### src/rtl/frac_reducer.sv
module frac_reducer #(
  parameter int KEEP  = 3,
  parameter int EXTRA = 3
) (
  input  logic                  clk,
  input  logic                  rst_n,
  input  logic                  in_valid,
  input  logic [KEEP+EXTRA-1:0] frac_in,
  input  logic [1:0]            sel,
  output logic [KEEP-1:0]       res_out,
  output logic                  carry_out,
  output logic                  inexact
);
  localparam int W = KEEP + EXTRA;

  logic [KEEP-1:0] kept;
  logic [EXTRA-1:0] lost;
  logic             any_lost;
  logic [KEEP:0]    rounded;
  logic [KEEP-1:0]  nxt_res;
  logic             nxt_cy;

  assign kept     = frac_in[W-1:EXTRA];
  assign lost     = frac_in[EXTRA-1:0];
  assign any_lost = |lost;
  assign rounded  = {1'b0, kept} + {{KEEP{1'b0}}, lost[EXTRA-1]};

  always_comb begin
    nxt_res = kept;
    nxt_cy  = 1'b0;
    case (sel)
      2'b01: nxt_res = {kept[KEEP-1:1], kept[0] | any_lost};
      2'b10: begin
        nxt_res = rounded[KEEP-1:0];
        nxt_cy  = rounded[KEEP];
      end
      default: ;
    endcase
  end

  always_ff @(posedge clk) begin
    if (!rst_n) begin
      res_out   <= '0;
      carry_out <= 1'b0;
      inexact   <= 1'b0;
    end else if (in_valid) begin
      res_out   <= nxt_res;
      carry_out <= nxt_cy;
      inexact   <= any_lost;
    end
  end

  a_r8_hold: assert property (@(posedge clk) disable iff (!rst_n)
    !in_valid |=> $stable(res_out) && $stable(carry_out) && $stable(inexact));
  a_r5_carry_wraps: assert property (@(posedge clk) disable iff (!rst_n)
    carry_out |-> res_out == '0);
  a_r6_inexact: assert property (@(posedge clk) disable iff (!rst_n)
    in_valid |=> inexact == ($past(frac_in[EXTRA-1:0]) != '0));
  a_r2_trunc_no_carry: assert property (@(posedge clk) disable iff (!rst_n)
    in_valid && sel != 2'b10 |=> !carry_out);
  a_r3_sticky_lsb: assert property (@(posedge clk) disable iff (!rst_n)
    in_valid && sel == 2'b01 && frac_in[EXTRA-1:0] != '0 |=> res_out[0]);
endmodule

### config.mk
export PLATFORM = sky130hd
export DESIGN_NAME = frac_reducer
export DESIGN_NICKNAME = d
export VERILOG_FILES = /design/src/rtl/frac_reducer.sv
export SDC_FILE = /design/constraint.sdc
export NUM_CORES = 1
export LEC_CHECK = 0
export BUFFER_PORTS_ARGS = -buffer_cell sky130_fd_sc_hd__buf_2
export CAP_MARGIN = 20
export CORE_AREA = 2 2 39 41
export CTS_CLUSTER_DIAMETER = 100
export CTS_CLUSTER_SIZE = 10
export DETAILED_ROUTE_END_ITERATION = 8
export DIE_AREA = 0 0 41 43
export GPL_TIMING_DRIVEN = 0
export PLACE_DENSITY = 0.58
export SETUP_SLACK_MARGIN = 0.15
export SLEW_MARGIN = 20
export SYNTH_ARGS = -nofsm -noshare
export SYNTH_HDL_FRONTEND = slang
export SYNTH_SLANG_ARGS = --single-unit
### constraint.sdc
create_clock -name clk -period 1.5 [get_ports clk]
set_clock_uncertainty 0.2 [all_clocks]
set_input_delay 0.15 -clock clk [delete_from_list [all_inputs] [get_ports clk]]
set_output_delay 0.15 -clock clk [all_outputs]
set_load 0.01 [all_outputs]
==> impl_metrics.env <==
export IMPL_grt_pass1_wl_mm=1.06
export IMPL_chipHeight_microns=43
export IMPL_rsz0062_at_grt="no"
export IMPL_cp_max_fo=6
export IMPL_gr_total_overflow=0
export IMPL_final_common_cell="buf_2"
export IMPL_syn_avg_cell_area_sq_um=8.83
export IMPL_slew_viol_final=0
export IMPL_fillers=154
export IMPL_ios=16
export IMPL_layout_drive_gt1_share=0.357
export IMPL_dieArea_sq_um=1760
export IMPL_hold_ws_ps=1.26
export IMPL_nets=72
export IMPL_worst_setup_path_end_kind="flip-flop"
export IMPL_finalCritPeriodShare=0.815
export IMPL_fmax_mhz=818
export IMPL_vias=321
export IMPL_drc=0
export IMPL_grt_pass1_vias=263
export IMPL_leakage_nw=0.221
export IMPL_drv_cap=0
export IMPL_mostFrequentLayoutCells="buf_2 (15), o21ai_0 (5), dfxtp_1 (5)"
export IMPL_status="finished clean"
export IMPL_ir_drop_mv=0.336
export IMPL_drt_total_wl_microns=704
export IMPL_cts_tree="done"
export IMPL_initial_core_util=0.223
export IMPL_hold_viol=0
export IMPL_via_per_inst=4.46
export IMPL_final_core_util=0.333
export IMPL_htreeDepth=1
export IMPL_synthDistinctLibCells=18
export IMPL_netlist_area_leader_share=0.324
export IMPL_finalInstanceArea_sq_um=460
export IMPL_synth_nets=50
export IMPL_start_kind="primary input"
export IMPL_die_w_microns=41
export IMPL_root_buffer="clkbuf_4"
export IMPL_critPathKind="primary input to flip-flop"
export IMPL_clk_path_buf_depth=2
export IMPL_slew_limit_headroom=0.773
export IMPL_cts_sinks=5
export IMPL_netlist_area_sq_um=309
export IMPL_clkTransAtPathRegs_ps=50
export IMPL_numCtsBuffers=3
export IMPL_r2r_slack_ps=660
export IMPL_clock_latency_ps=240
export IMPL_antenna_cells=0
export IMPL_antenna_found_initial=0
export IMPL_firstDrtPassIters=4
export IMPL_grt_util_all_layers=0.0894
export IMPL_ys_warn_count=0
export IMPL_io_buffers=14
export IMPL_setup_tns_ps=0
export IMPL_worstMarginPinSlew_ps=338
export IMPL_coreArea_sq_um=1380
export IMPL_rows=14
export IMPL_place_area_sq_um=399
export IMPL_min_period_ps=1220
export IMPL_arrival_ps=1210
export IMPL_min_path_type="primary input to flip-flop"
export IMPL_wl_per_cell_microns=9.78
export IMPL_dr_first_iter_drc_count=5
export IMPL_syn_inst=35
export IMPL_yosysTopAreaCell="dfxtp_1"
export IMPL_cp_data_required_time_ps=1490
export IMPL_synth_seq_cells=5
export IMPL_ant_nets=0
export IMPL_cellPowerDensity_nw_per_um2=837
export IMPL_place_hpwl_microns=548
export IMPL_ys_seq_area_frac=0.324
export IMPL_p_total_mw=0.385
export IMPL_area_growth_pct=49.0
export IMPL_synthTopCellsByArea="dfxtp_1 (32%), ha_1 (16%), o21ai_0 (8.1%)"
export IMPL_setup_viol=0
export IMPL_routabilityCongestion=0.676
export IMPL_grt_max_degree=10
==> routing by layer <==
metal  up-vias  track usage  wire [microns]
met3         0       0.0366              46
met1       138        0.138             355
li1        173            -               -
met2        10       0.0938             302
met4         0       0.0600               0
met5         -            0               0
==> power breakdown <==
group          internal (mW)  total [mW]  switching, mW
clock network          0.101       0.159         0.0586
registers              0.142       0.145        0.00357
logic                 0.0408      0.0806         0.0399
total                  0.283       0.385          0.102
==> path summary, 6_finish.rpt <==
kind | to | depth (start not counted) | start
worst max-delay path | res_out[0] | 6 | sel[0]
worst min-delay path | inexact | 2 | rst_n
worst max register to register | carry_out | 2 | carry_out
worst min register to register | inexact | 1 | inexact
==> through the flow <==
stage               worst slack (ps)  std cells
CTS                              181         72
finish                           277         72
floorplan                        179         35
detailed placement             -44.1         65
global placement               -84.0         65
global route                     215         72
==> worst max-delay path, cell delays in order <==
cell	delay, ps
buf_2	90
inv_1	40
ha_1	340
nor2b_1	160
a2111oi_2	290
a31o_1	140
==> flip-flops by register name, indices dropped and copies added, names as in the netlist <==
signal / count
inexact: 1
res_out: 3
carry_out: 1
==> kinds of logic (layout without fill, tap and decap cells) <==
logic type,Yosys count,count (layout),synth area share
AO/OA/AOI/OAI,13,13,0.279
AND/OR/NAND/NOR,9,9,0.182
flip-flops,5,5,0.324
adder cells (fa/ha/maj),4,4,0.162
buffers and inverters,4,25,0.0526
==> cells in the mapped netlist <==
| cell type | n |
|---|---|
| nand3b_1 | 1 |
| a2111oi_1 | 1 |
| a31oi_1 | 2 |
| buf_2 | 1 |
| dfxtp_1 | 5 |
| a21oi_1 | 1 |
| a22oi_1 | 1 |
| nor2b_1 | 3 |
| o211a_1 | 1 |
| inv_1 | 3 |
| a211oi_1 | 1 |
| o21ai_0 | 5 |
| a31o_1 | 1 |
| nor3_1 | 1 |
| ha_1 | 4 |
| and4_2 | 1 |
| nand2_1 | 2 |
| nor3b_1 | 1 |
==> repair_timing <==
| item | CTS | global route |
|---|---|---|
| setup buffers | 0 | 0 |
| hold buffers | 3 | 0 |
| setup endpoints to repair | 0 | 1 |
| gates resized for setup | 0 | 1 |
| hold endpoints to repair | 2 | 0 |
==> layout make-up <==
class	count	area (sq um)	share of cell area
inverter	3	11.3	0.0245
clock buffer	4	26.3	0.0571
multi-input combinational	26	198	0.429
sequential	5	100	0.217
buffer	1	5.00	0.0109
tap	16	20.0	0.0435
timing repair buffer	17	100	0.217
Power figures use the tool's default switching activity.
